[config.mk]
export PLATFORM = sky130hd
export DESIGN_NAME = shadow_sram_ctrl
export DESIGN_NICKNAME = d
export VERILOG_FILES = /design/src/rtl/shsr_pkg.sv /design/src/rtl/shsr_gate.sv /design/src/rtl/shsr_array.sv /design/src/rtl/shsr_seq.sv /design/src/rtl/shadow_sram_ctrl.sv
export SDC_FILE = /design/constraint.sdc
export NUM_CORES = 1
export LEC_CHECK = 0
export ABC_AREA = 1
export BUFFER_PORTS_ARGS = -buffer_cell sky130_fd_sc_hd__buf_4
export CAP_MARGIN = 20
export CORE_ASPECT_RATIO = 1.75
export CORE_UTILIZATION = 57
export DETAILED_ROUTE_END_ITERATION = 8
export GPL_ROUTABILITY_DRIVEN = 0
export PLACE_DENSITY = 0.82
export SLEW_MARGIN = 20
export SYNTH_ARGS = -nofsm -noshare
export SYNTH_HDL_FRONTEND = slang
export SYNTH_SLANG_ARGS = --single-unit
[constraint.sdc]
create_clock -name clk_i -period 20.1 [get_ports clk_i]
set_input_delay 4.02 -clock clk_i [delete_from_list [all_inputs] [get_ports clk_i]]
set_output_delay 4.02 -clock clk_i [all_outputs]
set_load 0.05 [all_outputs]
[src/rtl/shsr_pkg.sv]
package shsr_pkg;
  typedef enum logic [2:0] {
    ST_IDLE,
    ST_DELAY,
    ST_STORE,
    ST_RECALL,
    ST_HOLD
  } shsr_state_e;
endpackage

[src/rtl/shsr_gate.sv]
module shsr_gate
  import shsr_pkg::*;
#(
  parameter int LANES = 2
) (
  input  logic              clk_i,
  input  logic              rst_ni,
  input  logic              ce_ni,
  input  logic              oe_ni,
  input  logic              we_ni,
  input  logic [LANES-1:0]  lane_ni,
  input  logic              pin_i,
  input  shsr_state_e       state_i,
  input  logic              latch_i,
  output logic              rd_ok_o,
  output logic              wr_ok_o,
  output logic [LANES-1:0]  lane_we_o,
  output logic              wr_fire_o
);
  logic prev_rd_q, prev_wr_q;
  logic open_bus, grace;

  assign open_bus = (state_i == ST_IDLE) && pin_i;
  // grace: request seen with dirty array, or delay window running
  assign grace = (state_i == ST_DELAY) ||
                 ((state_i == ST_IDLE) && !pin_i && latch_i);

  assign rd_ok_o = !ce_ni && !oe_ni && we_ni &&
                   (open_bus || (grace && prev_rd_q));
  assign wr_ok_o = !ce_ni && !we_ni &&
                   (open_bus || (grace && prev_wr_q));

  assign lane_we_o = {LANES{wr_ok_o}} & ~lane_ni;
  assign wr_fire_o = |lane_we_o;

  always_ff @(posedge clk_i or negedge rst_ni) begin
    if (!rst_ni) begin
      prev_rd_q <= 1'b0;
      prev_wr_q <= 1'b0;
    end else begin
      prev_rd_q <= rd_ok_o;
      prev_wr_q <= wr_ok_o;
    end
  end

  a_r6_hold_blocks: assert property (@(posedge clk_i) disable iff (!rst_ni)
    (state_i == ST_HOLD) |-> !wr_fire_o);
endmodule

[src/rtl/shsr_array.sv]
module shsr_array #(
  parameter int ADDR_W = 4,
  parameter int LANE_W = 8,
  parameter int LANES  = 2
) (
  input  logic                     clk_i,
  input  logic                     rst_ni,
  input  logic [ADDR_W-1:0]        addr_i,
  input  logic [LANE_W*LANES-1:0]  wdata_i,
  input  logic [LANES-1:0]         lane_we_i,
  input  logic                     rd_ok_i,
  input  logic                     store_i,
  input  logic                     recall_i,
  output logic [LANE_W*LANES-1:0]  rdata_o,
  output logic                     rvalid_o
);
  localparam int DEPTH  = 1 << ADDR_W;
  localparam int DATA_W = LANE_W * LANES;

  logic [DATA_W-1:0] work_q [DEPTH];
  logic [DATA_W-1:0] shad_q [DEPTH];
  logic [DATA_W-1:0] bit_mask;

  for (genvar l = 0; l < LANES; l++) begin : g_lane
    assign bit_mask[l*LANE_W +: LANE_W] = {LANE_W{lane_we_i[l]}};
  end

  // whole-array transfers in one edge; arrays are not reset
  always_ff @(posedge clk_i) begin
    if (recall_i) begin
      for (int i = 0; i < DEPTH; i++) work_q[i] <= shad_q[i];
    end else if (|lane_we_i) begin
      work_q[addr_i] <= (work_q[addr_i] & ~bit_mask) | (wdata_i & bit_mask);
    end
    if (store_i) begin
      for (int i = 0; i < DEPTH; i++) shad_q[i] <= work_q[i];
    end
  end

  always_ff @(posedge clk_i or negedge rst_ni) begin
    if (!rst_ni) begin
      rvalid_o <= 1'b0;
      rdata_o  <= '0;
    end else begin
      rvalid_o <= rd_ok_i;
      if (rd_ok_i) rdata_o <= work_q[addr_i];
    end
  end
endmodule

[src/rtl/shsr_seq.sv]
module shsr_seq
  import shsr_pkg::*;
#(
  parameter int DELAY_CYC  = 3,
  parameter int STORE_CYC  = 8,
  parameter int RECALL_CYC = 6
) (
  input  logic        clk_i,
  input  logic        rst_ni,
  input  logic        pin_i,
  input  logic        sw_store_i,
  input  logic        recall_i,
  input  logic        pwr_fail_i,
  input  logic        wr_fire_i,
  output shsr_state_e state_o,
  output logic        latch_o,
  output logic        store_go_o,
  output logic        recall_go_o,
  output logic        busy_o,
  output logic        pull_o,
  output logic        skip_o
);
  localparam int CNT_MAX = (DELAY_CYC > STORE_CYC) ?
                           ((DELAY_CYC > RECALL_CYC) ? DELAY_CYC : RECALL_CYC) :
                           ((STORE_CYC > RECALL_CYC) ? STORE_CYC : RECALL_CYC);
  localparam int CNT_W = $clog2(CNT_MAX + 1);

  shsr_state_e      state_q;
  logic [CNT_W-1:0] cnt_q;
  logic             latch_q, pf_q, skip_q;
  logic             pf_rise, cnt_zero;

  assign pf_rise     = pwr_fail_i && !pf_q;
  assign cnt_zero    = (cnt_q == '0);
  assign store_go_o  = (state_q == ST_STORE)  && cnt_zero;
  assign recall_go_o = (state_q == ST_RECALL) && cnt_zero;

  always_ff @(posedge clk_i or negedge rst_ni) begin
    if (!rst_ni) begin
      state_q <= ST_RECALL;
      cnt_q   <= CNT_W'(RECALL_CYC - 1);
      latch_q <= 1'b0;
      pf_q    <= 1'b0;
      skip_q  <= 1'b0;
    end else begin
      pf_q   <= pwr_fail_i;
      skip_q <= 1'b0;
      if (wr_fire_i) latch_q <= 1'b1;
      unique case (state_q)
        ST_IDLE: begin
          // priority: line request, power fail, software store, recall
          if (!pin_i) begin
            if (latch_q) begin
              state_q <= ST_DELAY;
              cnt_q   <= CNT_W'(DELAY_CYC - 1);
            end else begin
              state_q <= ST_HOLD;
              skip_q  <= 1'b1;
            end
          end else if (pf_rise) begin
            if (latch_q) begin
              state_q <= ST_STORE;
              cnt_q   <= CNT_W'(STORE_CYC - 1);
            end else begin
              skip_q <= 1'b1;
            end
          end else if (sw_store_i) begin
            state_q <= ST_STORE;
            cnt_q   <= CNT_W'(STORE_CYC - 1);
          end else if (recall_i) begin
            state_q <= ST_RECALL;
            cnt_q   <= CNT_W'(RECALL_CYC - 1);
          end
        end
        ST_DELAY: begin
          if (cnt_zero) begin
            state_q <= ST_STORE;
            cnt_q   <= CNT_W'(STORE_CYC - 1);
          end else begin
            cnt_q <= cnt_q - 1'b1;
          end
        end
        ST_STORE: begin
          if (cnt_zero) begin
            state_q <= ST_HOLD;
            latch_q <= 1'b0;
          end else begin
            cnt_q <= cnt_q - 1'b1;
          end
        end
        ST_RECALL: begin
          if (cnt_zero) begin
            state_q <= ST_IDLE;
            latch_q <= 1'b0;
          end else begin
            cnt_q <= cnt_q - 1'b1;
          end
        end
        ST_HOLD: begin
          if (pin_i) state_q <= ST_IDLE;
        end
        default: state_q <= ST_IDLE;
      endcase
    end
  end

  assign state_o = state_q;
  assign latch_o = latch_q;
  assign busy_o  = (state_q == ST_STORE) || (state_q == ST_RECALL);
  assign pull_o  = (state_q == ST_STORE);
  assign skip_o  = skip_q;

  a_r4_delay_then_store: assert property (@(posedge clk_i) disable iff (!rst_ni)
    (state_q == ST_DELAY && cnt_zero) |=> (state_q == ST_STORE));
  a_r10_recall_clears_latch: assert property (@(posedge clk_i) disable iff (!rst_ni)
    recall_go_o |=> !latch_q);
  a_r12_store_clears_latch: assert property (@(posedge clk_i) disable iff (!rst_ni)
    store_go_o |=> !latch_q);
endmodule

[src/rtl/shadow_sram_ctrl.sv]
module shadow_sram_ctrl
  import shsr_pkg::*;
#(
  parameter int ADDR_W     = 4,
  parameter int LANE_W     = 8,
  parameter int DELAY_CYC  = 3,
  parameter int STORE_CYC  = 8,
  parameter int RECALL_CYC = 6
) (
  input  logic                clk_i,
  input  logic                rst_ni,
  input  logic                ce_ni,
  input  logic                oe_ni,
  input  logic                we_ni,
  input  logic                lane_lo_ni,
  input  logic                lane_hi_ni,
  input  logic [ADDR_W-1:0]   addr_i,
  input  logic [2*LANE_W-1:0] wdata_i,
  output logic [2*LANE_W-1:0] rdata_o,
  output logic                rvalid_o,
  input  logic                hs_ni,
  output logic                hs_pull_o,
  input  logic                sw_store_i,
  input  logic                recall_i,
  input  logic                pwr_fail_i,
  output logic                busy_o,
  output logic                skipped_o
);
  localparam int LANES = 2;

  shsr_state_e      state;
  logic             latch, store_go, recall_go;
  logic             rd_ok, wr_ok, wr_fire;
  logic [LANES-1:0] lane_we;

  shsr_seq #(
    .DELAY_CYC (DELAY_CYC),
    .STORE_CYC (STORE_CYC),
    .RECALL_CYC(RECALL_CYC)
  ) u_seq (
    .clk_i      (clk_i),
    .rst_ni     (rst_ni),
    .pin_i      (hs_ni),
    .sw_store_i (sw_store_i),
    .recall_i   (recall_i),
    .pwr_fail_i (pwr_fail_i),
    .wr_fire_i  (wr_fire),
    .state_o    (state),
    .latch_o    (latch),
    .store_go_o (store_go),
    .recall_go_o(recall_go),
    .busy_o     (busy_o),
    .pull_o     (hs_pull_o),
    .skip_o     (skipped_o)
  );

  shsr_gate #(.LANES(LANES)) u_gate (
    .clk_i    (clk_i),
    .rst_ni   (rst_ni),
    .ce_ni    (ce_ni),
    .oe_ni    (oe_ni),
    .we_ni    (we_ni),
    .lane_ni  ({lane_hi_ni, lane_lo_ni}),
    .pin_i    (hs_ni),
    .state_i  (state),
    .latch_i  (latch),
    .rd_ok_o  (rd_ok),
    .wr_ok_o  (wr_ok),
    .lane_we_o(lane_we),
    .wr_fire_o(wr_fire)
  );

  shsr_array #(
    .ADDR_W(ADDR_W),
    .LANE_W(LANE_W),
    .LANES (LANES)
  ) u_array (
    .clk_i    (clk_i),
    .rst_ni   (rst_ni),
    .addr_i   (addr_i),
    .wdata_i  (wdata_i),
    .lane_we_i(lane_we),
    .rd_ok_i  (rd_ok),
    .store_i  (store_go),
    .recall_i (recall_go),
    .rdata_o  (rdata_o),
    .rvalid_o (rvalid_o)
  );

  a_r3_no_access_busy: assert property (@(posedge clk_i) disable iff (!rst_ni)
    busy_o |-> (!rd_ok && !wr_ok));
  a_r1_read_valid: assert property (@(posedge clk_i) disable iff (!rst_ni)
    rd_ok |=> rvalid_o);
  a_r12_write_sets_latch: assert property (@(posedge clk_i) disable iff (!rst_ni)
    wr_fire |=> latch);
  a_r6_skip_no_pull: assert property (@(posedge clk_i) disable iff (!rst_ni)
    skipped_o |-> (!hs_pull_o && !busy_o));
  a_r7_pull_means_busy: assert property (@(posedge clk_i) disable iff (!rst_ni)
    hs_pull_o |-> busy_o);
endmodule

# After elaboration in Yosys (flattened, before gate mapping)
# Memories as Yosys holds them, arrays and structs flattened.
# Cells that the tools add are included.
[classes] bitwise_logic=6 n_addsub=1 reduce_logical=30 mux=37 n_eq_ne=13
[op_table] op="4-bit two-way mux" count=9
[op_table] op="16-bit AND" count=2
[op_table] op="3-bit two-way mux" count=10
[op_table] op="16-bit two-way mux" count=1
[op_table] op="16-bit NOT" count=1
[op_table] op="16-bit bitwise OR" count=1
[op_table] op="16-bit OR reduction" count=1
[op_table] op="1-bit two-way mux" count=15
[op_table] op="3-bit case mux with 5 select lines" count=1
[op_table] op="1-bit logical AND" count=13
[op_table] op="4-bit case mux with 3 select lines" count=1
[op_table] op="3-bit by 2-bit == test with 1-bit output, second input constant" count=2
[op_table] op="2-bit != test, second input constant" count=3
[op_table] op="3-bit != test, second input constant" count=2
[op_table] op="6-bit AND reduction" count=1
[op_table] op="1-bit logical NOT" count=5
[op_table] op="5-bit != test, second input constant" count=1
[op_table] op="5-bit AND reduction" count=1
[op_table] op="4-bit logical NOT" count=1
[op_table] op="1-bit logical OR" count=4
[op_table] op="2-bit by 1-bit != test with 1-bit output, second input constant" count=2
[op_table] op="4-bit != test, second input constant" count=1
[op_table] op="2-bit OR reduction" count=2
[op_table] op="4-bit by 1-bit subtractor with 4-bit output, second input constant" count=1
[op_table] op="other kinds (6)" count=6
[word_totals] in_bits=31 mem_bits_rw=512 mem_count=2 out_inout_bits=20 ff_bits=28
[mem_list] name="u_array.shad_q" depth=16 word_bits=16 read_ports=16 rd_clocked_by_memory_dff=0 wr=16 line_no="shsr_array.sv:21" rtl="logic [DATA_W-1:0] shad_q [DEPTH];"
[mem_list] name="u_array.work_q" depth=16 word_bits=16 read_ports=17 rd_clocked_by_memory_dff=0 wr=16 line_no="shsr_array.sv:20" rtl="logic [DATA_W-1:0] work_q [DEPTH];"

# Longest topological paths before layout
# Gate-level depths: netlist of the first run.
[logic_depth] word_depth=14 depth_mapped=17 mapped_depth_nobuf=13

# Modules after synthesis
# From an unflattened synthesis of the first run, not the netlist that was laid out.
[hier_totals] hier_cells=2385 area_unflattened_um2=24013.0
[modules_own_cells] module="shsr_array" seq_area_each_um2=15800.2 instances=1 cells_per_inst=2250 area_per_inst_um2=23095.9
[modules_own_cells] module="shsr_seq" seq_area_each_um2=255.2 instances=1 cells_per_inst=112 area_per_inst_um2=753.2
[modules_own_cells] module="shsr_gate" seq_area_each_um2=50.0 instances=1 cells_per_inst=23 area_per_inst_um2=163.9

# Least setup slack after synthesis of the first run
# OpenSTA, ideal clock, no wires.
[synth_path] kind="reg2reg" startpoint="register u_seq.state_q[1], in the netlist u_seq.state_o[1]" endpoint="memory u_array.shad_q[0][0] in the netlist's numbering (enable)" n_path_buf=0 arrival_ps=18725 t_required_ps=18914 stages_incl_launch_ff=5 setup_time_ps=1186 synth_period_minus_slack_ps=19911 slack_ps=189 path_cell_list="dfstp_2 inv_1 nor2_1 inv_1 nor3_1"
[synth_rtl] element="start: declaration" line_no="shsr_seq.sv:28" rtl="shsr_state_e state_q;"
[synth_rtl] element="start signal: assignment" line_no="shsr_seq.sv:40" rtl="state_q <= ST_RECALL;"
[synth_rtl] element="start signal: assignment" line_no="shsr_seq.sv:54" rtl="state_q <= ST_DELAY;"
[synth_rtl] element="start signal: assignment" line_no="shsr_seq.sv:57" rtl="state_q <= ST_HOLD;"
[synth_rtl] element="end: declaration" line_no="shsr_array.sv:21"

==> impl_metrics.prom, run 1 <==
# TYPE chip_impl_metric gauge
chip_impl_info{name="status",value="complete, no violations"} 1
chip_impl_metric{name="final_core_util",unit="%"} 63.1
chip_impl_metric{name="numCtsBuffers",unit=""} 46
chip_impl_info{name="whs_endpoint",value="u_array.shad_q[0][47]$_DFFE_PP_"} 1
chip_impl_metric{name="place_inst",unit=""} 2909
chip_impl_metric{name="postSynthCellCount",unit=""} 2398
chip_impl_metric{name="rrSetupSlack",unit="ns"} 16.14
chip_impl_metric{name="syn_to_final_growth",unit="%"} 9.45
chip_impl_metric{name="postCtsSetupRepairBufs",unit=""} 0
chip_impl_metric{name="finalSetupTns",unit="ns"} 0
chip_impl_info{name="reg2reg_to",value="u_array.shad_q[0][57]$_DFFE_PP_"} 1
chip_impl_metric{name="finalWorstPathRequiredPeriod",unit="ns"} 8.00
chip_impl_metric{name="grt_max_degree",unit=""} 84
chip_impl_metric{name="cts-htree-levels",unit=""} 2
chip_impl_metric{name="setup_slack",unit="ns"} 12.10
chip_impl_metric{name="slew_headroom",unit="%"} 21.7
chip_impl_metric{name="whs_path_depth",unit=""} 0
chip_impl_metric{name="crit_arrival",unit="ns"} 8.34
chip_impl_metric{name="syn_area",unit="mm^2"} 0.0236
chip_impl_metric{name="vias",unit=""} 17600
chip_impl_metric{name="setup_violation_total_in_the_final_timing_report",unit=""} 0
chip_impl_metric{name="routedWlPerCell",unit="um"} 22.8
chip_impl_metric{name="synth_edf_count",unit=""} 512
chip_impl_metric{name="synth_cell_type_count",unit=""} 32
chip_impl_metric{name="place.port_buffers",unit=""} 50
chip_impl_metric{name="via_count_of_the_first_global_routing_pass",unit=""} 17300
chip_impl_metric{name="place_ws",unit="ns"} 11.64
chip_impl_metric{name="post-dp-hpwl",unit="mm"} 42.1
chip_impl_metric{name="critical_path_peak_fanout",unit=""} 67
chip_impl_metric{name="post_route_cells_drive_above_1_share",unit="%"} 7.85
chip_impl_metric{name="design.core.area",unit="mm^2"} 0.0408
chip_impl_metric{name="fin_cells",unit=""} 2995
chip_impl_metric{name="drt.antenna.violating_nets",unit=""} 0
chip_impl_metric{name="clk_latency",unit="ns"} 0.60
chip_impl_metric{name="drc_errors",unit=""} 0
chip_impl_info{name="hp-start",value="u_array.work_q[2][15]$_DFFE_PP_"} 1
chip_impl_info{name="reg2reg_from",value="u_seq.state_o[1]$_DFFE_PN1P_"} 1
chip_impl_metric{name="final_report_max_slew_violation_count",unit=""} 0
chip_impl_metric{name="cts.path.max_buffers",unit=""} 3
chip_impl_metric{name="worst_clock_skew",unit="ns"} 0.0285
chip_impl_metric{name="power_per_cell_area",unit="mW/mm^2"} 112
chip_impl_metric{name="postSynthNetCount",unit=""} 2430
chip_impl_metric{name="max_freq",unit="MHz"} 125
chip_impl_metric{name="detail_route.vias_per_cell",unit=""} 5.88
chip_impl_metric{name="worst_hold_margin",unit="ns"} 0.451
chip_impl_metric{name="floorplan.die.width",unit="um"} 156
chip_impl_metric{name="synth_top_area_share",unit="%"} 65.3
chip_impl_metric{name="asyncSetResetFlopFracSynth",unit="%"} 5.19
chip_impl_info{name="clock_tree.root_cell",value="sky130_fd_sc_hd__clkbuf_16"} 1
chip_impl_metric{name="irDropWorstVdd",unit="mV"} 0.113
chip_impl_info{name="crit_type",value="in2reg"} 1
chip_impl_metric{name="grt_use_total",unit="%"} 33.0
chip_impl_metric{name="grt_first_pass_wirelength",unit="mm"} 102
chip_impl_metric{name="placementRows",unit=""} 98
chip_impl_info{name="synth.top_cells.by_area",value="sky130_fd_sc_hd__edfxtp_1 65%, sky130_fd_sc_hd__nand2_1 24%, sky130_fd_sc_hd__dfrtp_1 2.5%, sky130_fd_sc_hd__buf_2 1.4%, sky130_fd_sc_hd__inv_1 1.0%"} 1
chip_impl_metric{name="timing.final.crit_share",unit="%"} 39.8
chip_impl_metric{name="postSynthAreaPerCell",unit="um^2"} 9.82
chip_impl_metric{name="final_net_count",unit=""} 2439
chip_impl_metric{name="numClockSinks",unit=""} 540
chip_impl_metric{name="dieHeight",unit="um"} 271
chip_impl_metric{name="grt_antenna_before_repair",unit=""} 2
chip_impl_metric{name="drtPass1Iterations",unit=""} 6
chip_impl_metric{name="floorplan.initialDensity",unit="%"} 57.7
chip_impl_metric{name="num_antenna_cells",unit=""} 0
chip_impl_metric{name="synth.ff_latch_count",unit=""} 540
chip_impl_metric{name="design.portCount",unit=""} 51
chip_impl_info{name="post-synth-top-count-cell",value="sky130_fd_sc_hd__nand2_1"} 1
chip_impl_metric{name="power.static_leakage",unit="nW"} 11.1
chip_impl_info{name="setup.worst_path.end_class",value="flip-flop"} 1
chip_impl_metric{name="tightest_slew",unit="ns"} 1.17
chip_impl_info{name="yosys.area.top_type",value="sky130_fd_sc_hd__edfxtp_1"} 1
chip_impl_metric{name="clk_pin_slew",unit="ns"} 0.07
chip_impl_metric{name="cap_violations",unit=""} 0
chip_impl_metric{name="synth_sequential_area_ratio",unit="%"} 68.3
chip_impl_info{name="hold_path.class",value="reg2reg"} 1
chip_impl_info{name="critical_path.startpoint_type",value="input port"} 1
chip_impl_metric{name="die_area",unit="mm^2"} 0.0422
chip_impl_info{name="rsz0062_at_grt",value="false"} 1
chip_impl_info{name="ys_dominant_reg_cell",value="sky130_fd_sc_hd__edfxtp_1"} 1
chip_impl_info{name="cts_tree",value="done"} 1
chip_impl_metric{name="reg2regPathDepth",unit=""} 6
chip_impl_info{name="synth.cells.most_frequent",value="1533 x sky130_fd_sc_hd__nand2_1, 512 x sky130_fd_sc_hd__edfxtp_1, 67 x sky130_fd_sc_hd__buf_2, 64 x sky130_fd_sc_hd__inv_1, 54 x sky130_fd_sc_hd__nor2_1"} 1
chip_impl_metric{name="yosysWarningCount",unit=""} 0
chip_impl_metric{name="report.final.hold_viol_count",unit=""} 0
chip_impl_metric{name="first_iter_violations",unit=""} 2630
chip_impl_metric{name="worst_ep_required_time",unit="ns"} 20.44
chip_impl_metric{name="routed_wl",unit="mm"} 68.4
chip_impl_metric{name="hold_buffers",unit=""} 0
chip_impl_metric{name="post_cts_resize_count",unit=""} 0
chip_impl_metric{name="grt_overflow",unit=""} 0
how the worst max path moves through the flow:
stage | from | endpoint | depth (start not counted) | slack [ns]
2_1_floorplan | u_seq.state_o[1]$_DFFE_PN1P_ | u_array.shad_q[0][0]$_DFFE_PP_ | 4 | 0.19
3_3_place_gp | addr_i[0] | u_array.work_q[13][12]$_DFFE_PP_ | 8 | 11.71
3_5_place_dp | addr_i[0] | u_array.work_q[13][12]$_DFFE_PP_ | 8 | 11.64
4_1_cts | addr_i[0] | u_array.work_q[12][3]$_DFFE_PP_ | 15 | 12.28
5_1_grt | addr_i[0] | u_array.work_q[8][3]$_DFFE_PP_ | 15 | 11.92
6_report | addr_i[0] | u_array.work_q[1][9]$_DFFE_PP_ | 16 | 12.10
routing by layer:
layer  routed length [um]  GRT usage, %  share of wire [%]
met3                 7200          7.82                 11
met1                22400          38.2                 33
met4                 6800          28.2                9.9
met5                   28         0.119              0.041
met2                31900          51.6                 47
cells by family after synthesis:
group / synth area share, %
AOI/OAI and AO/OA: 0.892
xor gates and xnor gates: 0.0744
adders and majority gates: 0.0531
buffers and inverters: 3.53
DFF: 68.3
and+or+nand+nor: 27.2
layout make-up:
cell class              instances  area, um^2
well taps                     550         688
flip-flops and latches        540       16100
clock inverters                29         282
multi-input cells            1681        6660
clock buffers                  57        1300
inverters                      72         272
repair buffers                 66         499
fillers                      3013       15100
metrics by stage:
stage / instance area, um^2 / total power, mW
5_1_grt: 25800 / 2.96
3_5_place_dp: 24200 / 1.93
3_3_place_gp: 24200 / 1.91
6_report: 25800 / 2.89
4_1_cts: 25800 / 2.87
2_1_floorplan: 23600 / 1.81
layout by cell type (no fill, tap or decap), types with 3 or more instances in the layout:
cell type                    count
sky130_fd_sc_hd__nand4_1        17
sky130_fd_sc_hd__clkbuf_1        5
sky130_fd_sc_hd__nand2_4        12
sky130_fd_sc_hd__nand3_1         7
sky130_fd_sc_hd__nor2_1         50
sky130_fd_sc_hd__clkinvlp_4      3
sky130_fd_sc_hd__nor2_2         16
sky130_fd_sc_hd__edfxtp_1      512
sky130_fd_sc_hd__clkinv_2       15
sky130_fd_sc_hd__inv_2           8
sky130_fd_sc_hd__dfrtp_1        24
sky130_fd_sc_hd__a31oi_1        17
sky130_fd_sc_hd__clkinv_1        4
sky130_fd_sc_hd__bufinv_16       5
sky130_fd_sc_hd__nand2_1      1533
sky130_fd_sc_hd__clkbuf_16      50
sky130_fd_sc_hd__o21ai_0         5
sky130_fd_sc_hd__a21oi_1         6
sky130_fd_sc_hd__dfstp_2         4
sky130_fd_sc_hd__buf_4          65
sky130_fd_sc_hd__inv_1          63
worst max-delay path, stage by stage:
cell and delay (ns):
sky130_fd_sc_hd__buf_4 0.47, sky130_fd_sc_hd__clkinv_2 1.02, sky130_fd_sc_hd__buf_4 0.74, sky130_fd_sc_hd__nand2_1 0.16, sky130_fd_sc_hd__nand2_1 0.06, sky130_fd_sc_hd__nand2_1 0.10
sky130_fd_sc_hd__nand2_1 0.19, sky130_fd_sc_hd__nand2_1 0.24, sky130_fd_sc_hd__nand2_1 0.12, sky130_fd_sc_hd__inv_1 0.08, sky130_fd_sc_hd__nand2_1 0.05, sky130_fd_sc_hd__nand2_1 0.05
sky130_fd_sc_hd__nand2_1 0.35, sky130_fd_sc_hd__buf_4 0.36, sky130_fd_sc_hd__nand2_1 0.10, sky130_fd_sc_hd__nand2_1 0.06
report_power, final:
group	total (mW)	switching, mW	internal, mW	leakage (nW)
Clock	0.958	0.432	0.526	0.782
Sequential	1.45	0.0564	1.39	4.96
Combinational	0.485	0.375	0.111	5.33
Total	2.89	0.863	2.03	11.1
flip-flops by register name, summed over array words and instances, names as in the netlist:
name              cells
u_array.rdata_o      16
u_array.rvalid_o      1
u_array.shad_q      256
u_array.work_q      256
u_gate.prev_wr_q      1
u_seq.cnt_q           4
u_seq.latch_o         1
u_seq.pf_q            1
u_seq.skip_o          1
u_seq.state_o         3
Note: power is estimated with default switching activity, not from simulation.
==> run 2, diff against run 1 <==
Settings changed: CORE_UTILIZATION 57 to 62, PLACE_DENSITY 0.82 to 0.85.
Clock period 20.1 ns to 8.25 ns, I/O delays scaled along.
==> run 2 against run 1 <==
Compared with the run above:
- clock skew shrank 0.0050 ns
- register-to-register slack lost 12 ns
- combinational power grew 140%
- routed wire length shrank 3.8%
- sequential power grew 140%
- sequential share of layout area grew 0.58 points
- via count shrank 0.19%
- count of clock-buffer cells in the layout is the same
- hold slack lost 0.0057 ns
- critical endpoint is now u_array.work_q[12][1]$_DFFE_PP_
- largest power group unchanged
==> impl_metrics.prom, run 2 (synthesis gave the netlist of run 1 again) <==
# TYPE chip_impl_metric gauge
chip_impl_info{name="status",value="complete, no violations"} 1
chip_impl_metric{name="floorplan.die.width",unit="um"} 149
chip_impl_metric{name="grt_overflow",unit=""} 0
chip_impl_metric{name="floorplan.initialDensity",unit="%"} 62.8
chip_impl_metric{name="whs_path_depth",unit=""} 0
chip_impl_metric{name="fin_cells",unit=""} 2920
chip_impl_metric{name="design.portCount",unit=""} 51
chip_impl_metric{name="drtPass1Iterations",unit=""} 6
chip_impl_metric{name="grt_use_total",unit="%"} 35.0
chip_impl_metric{name="worst_clock_skew",unit="ns"} 0.0235
chip_impl_metric{name="syn_to_final_growth",unit="%"} 8.44
chip_impl_metric{name="setup_violation_total_in_the_final_timing_report",unit=""} 0
chip_impl_info{name="whs_endpoint",value="u_array.shad_q[1][8]$_DFFE_PP_"} 1
chip_impl_info{name="reg2reg_from",value="u_seq.state_o[1]$_DFFE_PN1P_"} 1
chip_impl_metric{name="place.port_buffers",unit=""} 50
chip_impl_metric{name="tightest_slew",unit="ns"} 1.19
chip_impl_metric{name="detail_route.vias_per_cell",unit=""} 6.02
chip_impl_metric{name="postLayoutCellArea",unit="mm^2"} 0.0255
chip_impl_metric{name="post_route_cells_drive_above_1_share",unit="%"} 7.30
chip_impl_info{name="crit_type",value="in2reg"} 1
chip_impl_metric{name="worst_hold_margin",unit="ns"} 0.445
chip_impl_metric{name="timing.final.crit_share",unit="%"} 57.9
chip_impl_metric{name="rrSetupSlack",unit="ns"} 4.53
chip_impl_metric{name="final_core_util",unit="%"} 68.1
chip_impl_metric{name="crit_path_max_incr_delay",unit="ns"} 0.76
chip_impl_metric{name="numClockSinks",unit=""} 540
chip_impl_metric{name="clk_latency",unit="ns"} 0.59
chip_impl_info{name="cp_cell_sequence",value="buf_4 -> inv_4 -> buf_4 -> nand2_1 -> nand2_1 -> nand2_1 -> nand2_1 -> nand2_1 -> nand2_1 -> inv_1 -> nand2_1 -> nand2_1 -> nand2_1 -> buf_4 -> nand2_1 -> nand2_1"} 1
chip_impl_info{name="rsz0062_at_grt",value="false"} 1
chip_impl_metric{name="place_ws",unit="ns"} 2.98
chip_impl_metric{name="worst_ep_required_time",unit="ns"} 8.69
chip_impl_metric{name="multi_input_area",unit="mm^2"} 0.00667
chip_impl_metric{name="totalPowerFinal",unit="mW"} 6.84
chip_impl_metric{name="power.static_leakage",unit="nW"} 11.0
chip_impl_metric{name="routedWlPerCell",unit="um"} 22.5
chip_impl_info{name="clock_tree.root_cell",value="sky130_fd_sc_hd__clkbuf_16"} 1
chip_impl_metric{name="critical_path_peak_fanout",unit=""} 70
chip_impl_metric{name="cts-htree-levels",unit=""} 2
chip_impl_metric{name="final_report_max_slew_violation_count",unit=""} 0
chip_impl_metric{name="finalSetupTns",unit="ns"} 0
chip_impl_metric{name="grt_first_pass_wirelength",unit="mm"} 99.9
chip_impl_info{name="hold_path.class",value="reg2reg"} 1
chip_impl_info{name="reg2reg_to",value="u_array.shad_q[0][34]$_DFFE_PP_"} 1
chip_impl_info{name="crit_path_top_delay_cell",value="sky130_fd_sc_hd__inv_4"} 1
chip_impl_metric{name="final_net_count",unit=""} 2436
chip_impl_info{name="cts_tree",value="done"} 1
chip_impl_info{name="cpLargestDelayFamily",value="buffers and inverters"} 1
chip_impl_metric{name="reg2regPathDepth",unit=""} 6
chip_impl_metric{name="grt_antenna_before_repair",unit=""} 0
chip_impl_metric{name="die_area",unit="mm^2"} 0.0388
chip_impl_metric{name="cts.path.max_buffers",unit=""} 3
chip_impl_metric{name="max_freq",unit="MHz"} 209
chip_impl_metric{name="hold_buffers",unit=""} 0
chip_impl_metric{name="design.core.area",unit="mm^2"} 0.0375
chip_impl_metric{name="dieHeight",unit="um"} 260
chip_impl_metric{name="clk_pin_slew",unit="ns"} 0.07
chip_impl_info{name="cpMostUsedCell",value="sky130_fd_sc_hd__nand2_1"} 1
chip_impl_metric{name="place_inst",unit=""} 2836
chip_impl_metric{name="num_antenna_cells",unit=""} 0
chip_impl_metric{name="drt.antenna.violating_nets",unit=""} 0
chip_impl_metric{name="routed_wl",unit="mm"} 65.8
chip_impl_metric{name="placementRows",unit=""} 94
chip_impl_metric{name="numCtsBuffers",unit=""} 46
chip_impl_metric{name="place_area",unit="mm^2"} 0.0241
chip_impl_metric{name="layout.filler_cells",unit=""} 2546
chip_impl_info{name="layout_top_registers",value="u_array.shad_q: 256 flops, u_array.work_q: 256 flops, u_array.rdata_o: 16 flops"} 1
chip_impl_info{name="setup.worst_path.end_class",value="flip-flop"} 1
chip_impl_metric{name="postCtsSetupRepairBufs",unit=""} 0
chip_impl_metric{name="critical_path.n_buffers_inverters",unit=""} 5
chip_impl_metric{name="first_iter_violations",unit=""} 2400
chip_impl_metric{name="drc_errors",unit=""} 0
chip_impl_info{name="critical_path.startpoint_type",value="input port"} 1
chip_impl_metric{name="grt_max_degree",unit=""} 183
chip_impl_metric{name="post_cts_resize_count",unit=""} 0
chip_impl_metric{name="crit_arrival",unit="ns"} 5.22
chip_impl_metric{name="post-dp-hpwl",unit="mm"} 40.4
chip_impl_metric{name="report.final.hold_viol_count",unit=""} 0
chip_impl_metric{name="cap_violations",unit=""} 0
chip_impl_metric{name="irDropWorstVdd",unit="mV"} 0.200
chip_impl_info{name="hp-start",value="u_array.work_q[8][8]$_DFFE_PP_"} 1
chip_impl_metric{name="setup_slack",unit="ns"} 3.47
chip_impl_metric{name="via_count_of_the_first_global_routing_pass",unit=""} 17300
chip_impl_metric{name="vias",unit=""} 17600
chip_impl_metric{name="sequential_cell_area",unit="mm^2"} 0.0161
chip_impl_metric{name="finalWorstPathRequiredPeriod",unit="ns"} 4.78
chip_impl_metric{name="power_per_cell_area",unit="mW/mm^2"} 268
chip_impl_info{name="final_common_cell",value="sky130_fd_sc_hd__nand2_1"} 1
chip_impl_metric{name="slew_headroom",unit="%"} 20.7
chip_impl_info{name="most_frequent_cells_in_the_layout",value="1533 x sky130_fd_sc_hd__nand2_1, 512 x sky130_fd_sc_hd__edfxtp_1, 63 x sky130_fd_sc_hd__inv_1"} 1
## run 2: cell count changes in the layout (fill, tap and decap cells not counted), moves of 2 or more
| cell | previous run | this run |
|---|---|---|
| sky130_fd_sc_hd__clkbuf_1 | 5 | 8 |
| sky130_fd_sc_hd__clkbuf_8 | 2 | 0 |
| sky130_fd_sc_hd__bufinv_16 | 5 | 2 |
| sky130_fd_sc_hd__clkinv_1 | 4 | 10 |
| sky130_fd_sc_hd__clkinv_2 | 15 | 13 |
| sky130_fd_sc_hd__buf_4 | 65 | 62 |
## run 2: worst reg2reg max path, stage by stage, from the launching register on
cell	delay [ns]
sky130_fd_sc_hd__dfstp_2	0.53
sky130_fd_sc_hd__inv_1	0.11
sky130_fd_sc_hd__nor2_1	0.28
sky130_fd_sc_hd__inv_1	0.16
sky130_fd_sc_hd__nor3_4	0.44
sky130_fd_sc_hd__buf_4	0.81
sky130_fd_sc_hd__buf_12	0.70
## run 2: how the worst max path moves through the flow
stage	startpoint	to	slack [ns]	depth (start not counted)
after floorplan	u_seq.state_o[1]$_DFFE_PN1P_	u_array.shad_q[0][0]$_DFFE_PP_	0.15	4
after global placement	addr_i[0]	u_array.work_q[15][6]$_DFFE_PP_	3.01	6
after detailed placement	addr_i[0]	u_array.work_q[15][2]$_DFFE_PP_	2.98	6
after CTS	addr_i[0]	u_array.work_q[15][6]$_DFFE_PP_	3.54	6
after global routing	addr_i[0]	u_array.work_q[5][12]$_DFFE_PP_	3.35	15
final	addr_i[0]	u_array.work_q[12][1]$_DFFE_PP_	3.47	16
## run 2: per-layer routing
layer	track usage [%]	part of all wire [%]
met2	54.9	47
met4	29.0	9.3
met1	41.9	33
met5	0	0
met3	6.86	10
## run 2: cell type report
type / instances / area share (%)
repair buffers: 63 / 1.90
clock buffers: 57 / 4.92
flip-flops and latches: 540 / 63.0
clock inverters: 27 / 0.696
multi-input cells: 1681 / 26.1
inverters: 72 / 1.07
well taps: 480 / 2.35
## run 2: power by group
group	total (mW)	internal (mW)	leakage, nW	switching (mW)
Clock	2.16	1.15	0.708	1.01
Combinational	1.14	0.270	5.32	0.869
Sequential	3.54	3.39	4.96	0.151
==> run 3, diff against run 2 <==
Clock period 8.25 ns to 5 ns, I/O delays scaled along.
==> run 3 against run 2 <==
Compared with the run above:
- hold slack got worse by 0.11 ns
- register-to-register slack worse by 3.0 ns
- via count grew 0.23%
- highest routed layer unchanged
- count of clock-buffer cells in the layout is 3 lower
- critical path type unchanged
- global-route usage down 0.64 points
- first-iteration DRC count rose by 8.0%
- die area unchanged
- critical path depth is 6 lower
- non-clock buffer count increased by 14
- worst setup slack got worse by 1.9 ns
- sequential share of layout area shrank 0.61 points
- routed wire length fell by 0.96%
==> impl_metrics.prom, run 3 (synthesis gave the netlist of run 1 again) <==
# TYPE chip_impl_metric gauge
chip_impl_info{name="status",value="complete, no violations"} 1
chip_impl_metric{name="cts.path.max_buffers",unit=""} 3
chip_impl_metric{name="syn_to_final_growth",unit="%"} 9.50
chip_impl_metric{name="crit_arrival",unit="ns"} 3.64
chip_impl_metric{name="grt_first_pass_wirelength",unit="mm"} 98.5
chip_impl_metric{name="clk_pin_slew",unit="ns"} 0.07
chip_impl_metric{name="cap_violations",unit=""} 0
chip_impl_metric{name="grt_max_degree",unit=""} 161
chip_impl_info{name="clock_tree.root_cell",value="sky130_fd_sc_hd__clkbuf_16"} 1
chip_impl_metric{name="worst_clock_skew",unit="ns"} 0.0222
chip_impl_info{name="reg2reg_to",value="u_array.work_q[13][12]$_DFFE_PP_"} 1
chip_impl_info{name="layout_top_registers",value="u_array.shad_q: 256 flops, u_array.work_q: 256 flops, u_array.rdata_o: 16 flops"} 1
chip_impl_metric{name="routed_wl",unit="mm"} 65.2
chip_impl_metric{name="clk_latency",unit="ns"} 0.58
chip_impl_metric{name="placementRows",unit=""} 94
chip_impl_metric{name="final_core_util",unit="%"} 68.7
chip_impl_metric{name="routedWlPerCell",unit="um"} 22.2
chip_impl_info{name="setup.worst_path.end_class",value="flip-flop"} 1
chip_impl_metric{name="design.core.area",unit="mm^2"} 0.0375
chip_impl_metric{name="finalWorstPathRequiredPeriod",unit="ns"} 3.44
chip_impl_metric{name="timing.final.crit_share",unit="%"} 68.7
chip_impl_metric{name="final_report_max_slew_violation_count",unit=""} 0
chip_impl_metric{name="numClockSinks",unit=""} 540
chip_impl_info{name="reg2reg_from",value="u_seq.state_o[0]$_DFFE_PN1P_"} 1
chip_impl_metric{name="floorplan.initialDensity",unit="%"} 62.8
chip_impl_metric{name="postCtsSetupRepairBufs",unit=""} 0
chip_impl_metric{name="report.final.hold_viol_count",unit=""} 0
chip_impl_info{name="final_common_cell",value="sky130_fd_sc_hd__nand2_1"} 1
chip_impl_info{name="hold_path.class",value="in2async"} 1
chip_impl_metric{name="die_area",unit="mm^2"} 0.0388
chip_impl_metric{name="design.portCount",unit=""} 51
chip_impl_metric{name="num_antenna_cells",unit=""} 0
chip_impl_metric{name="drc_errors",unit=""} 0
chip_impl_metric{name="power_per_cell_area",unit="mW/mm^2"} 448
chip_impl_info{name="critical_path.startpoint_type",value="input port"} 1
chip_impl_metric{name="finalSetupTns",unit="ns"} 0
chip_impl_metric{name="hold_buffers",unit=""} 0
chip_impl_metric{name="drt.antenna.violating_nets",unit=""} 0
chip_impl_metric{name="power.static_leakage",unit="nW"} 11.1
chip_impl_metric{name="floorplan.die.width",unit="um"} 149
chip_impl_metric{name="post_route_cells_drive_above_1_share",unit="%"} 7.87
chip_impl_metric{name="post_cts_resize_count",unit=""} 0
chip_impl_metric{name="vias",unit=""} 17600
chip_impl_metric{name="place.port_buffers",unit=""} 50
chip_impl_metric{name="reg2regPathDepth",unit=""} 8
chip_impl_metric{name="max_freq",unit="MHz"} 291
chip_impl_metric{name="final_net_count",unit=""} 2450
chip_impl_metric{name="grt_overflow",unit=""} 0
chip_impl_info{name="most_frequent_cells_in_the_layout",value="1533 x sky130_fd_sc_hd__nand2_1, 512 x sky130_fd_sc_hd__edfxtp_1, 73 x sky130_fd_sc_hd__buf_4"} 1
chip_impl_metric{name="slew_headroom",unit="%"} 26.7
chip_impl_metric{name="layout.filler_cells",unit=""} 2572
chip_impl_metric{name="rrSetupSlack",unit="ns"} 1.58
chip_impl_metric{name="irDropWorstVdd",unit="mV"} 0.366
chip_impl_metric{name="cts-htree-levels",unit=""} 2
chip_impl_metric{name="dieHeight",unit="um"} 260
chip_impl_metric{name="numCtsBuffers",unit=""} 46
chip_impl_metric{name="detail_route.vias_per_cell",unit=""} 6.01
chip_impl_metric{name="tightest_slew",unit="ns"} 1.09
chip_impl_info{name="crit_type",value="in2reg"} 1
chip_impl_metric{name="via_count_of_the_first_global_routing_pass",unit=""} 17400
chip_impl_metric{name="worst_ep_required_time",unit="ns"} 5.20
chip_impl_metric{name="drtPass1Iterations",unit=""} 6
chip_impl_metric{name="grt_use_total",unit="%"} 34.4
chip_impl_metric{name="grt_antenna_before_repair",unit=""} 0
chip_impl_info{name="rsz0062_at_grt",value="false"} 1
chip_impl_metric{name="first_iter_violations",unit=""} 2592
chip_impl_info{name="cts_tree",value="done"} 1
chip_impl_metric{name="critical_path_peak_fanout",unit=""} 19
chip_impl_metric{name="post-dp-hpwl",unit="mm"} 40.4
chip_impl_metric{name="setup_violation_total_in_the_final_timing_report",unit=""} 0
chip_impl_metric{name="worst_hold_margin",unit="ns"} 0.333
-- run 3: layer usage --
metal	GRT usage (%)	vias to the layer above	share of wire, %
li1	-	7733	-
met1	41.3	8275	33
met2	54.3	1302	47
met3	6.54	319	10
met4	27.3	0	9.3
met5	0	-	0
-- run 3: critical path, stage by stage --
cell and delay, ns:
sky130_fd_sc_hd__buf_4 0.14, sky130_fd_sc_hd__nor2_1 0.14, sky130_fd_sc_hd__nand3_1 0.10, sky130_fd_sc_hd__nand2_1 0.10, sky130_fd_sc_hd__nand2_1 0.11, sky130_fd_sc_hd__nand2_4 0.21, sky130_fd_sc_hd__nand3_4 0.17, sky130_fd_sc_hd__nand2_4 0.40
sky130_fd_sc_hd__nand2_1 0.50, sky130_fd_sc_hd__nand2_1 0.72
-- run 3: cell type report --
type,count,area [um^2],area share (%)
Clock buffer,54,1240,4.83
Inverter,72,275,1.07
Clock inverter,27,292,1.13
Tap cell,480,601,2.33
Timing Repair Buffer,77,628,2.44
Multi-Input combinational cell,1681,6670,25.9
Sequential cell,540,16100,62.3
-- run 3: through the flow --
step | cells | power, mW | instance area [um^2] | worst slack (ns)
after floorplan | 2398 | 7.13 | 23600 | -2.54
after global placement | 2850 | 7.70 | 24200 | 1.15
after detailed placement | 2850 | 7.77 | 24200 | 1.04
after CTS | 2931 | 11.5 | 25800 | 1.62
after global routing | 2931 | 11.8 | 25800 | 1.37
final | 2931 | 11.6 | 25800 | 1.56
-- run 3: how the worst max path moves through the flow --
stage,cells past startpoint,to,from,slack [ns]
after floorplan,4,u_array.shad_q[0][0]$_DFFE_PP_,u_seq.state_o[1]$_DFFE_PN1P_,-2.54
after global placement,10,u_array.work_q[15][3]$_DFFE_PP_,hs_ni,1.15
after detailed placement,10,u_array.work_q[13][3]$_DFFE_PP_,hs_ni,1.04
after CTS,8,u_array.work_q[13][3]$_DFFE_PP_,u_seq.state_o[0]$_DFFE_PN1P_,1.62
after global routing,10,u_array.work_q[13][14]$_DFFE_PP_,hs_ni,1.37
final,10,u_array.work_q[13][12]$_DFFE_PP_,hs_ni,1.56
-- run 3: power by group --
group | internal, mW | switching, mW
clock network | 2.09 | 1.68
registers | 5.59 | 0.229
logic | 0.474 | 1.49
total | 8.16 | 3.40
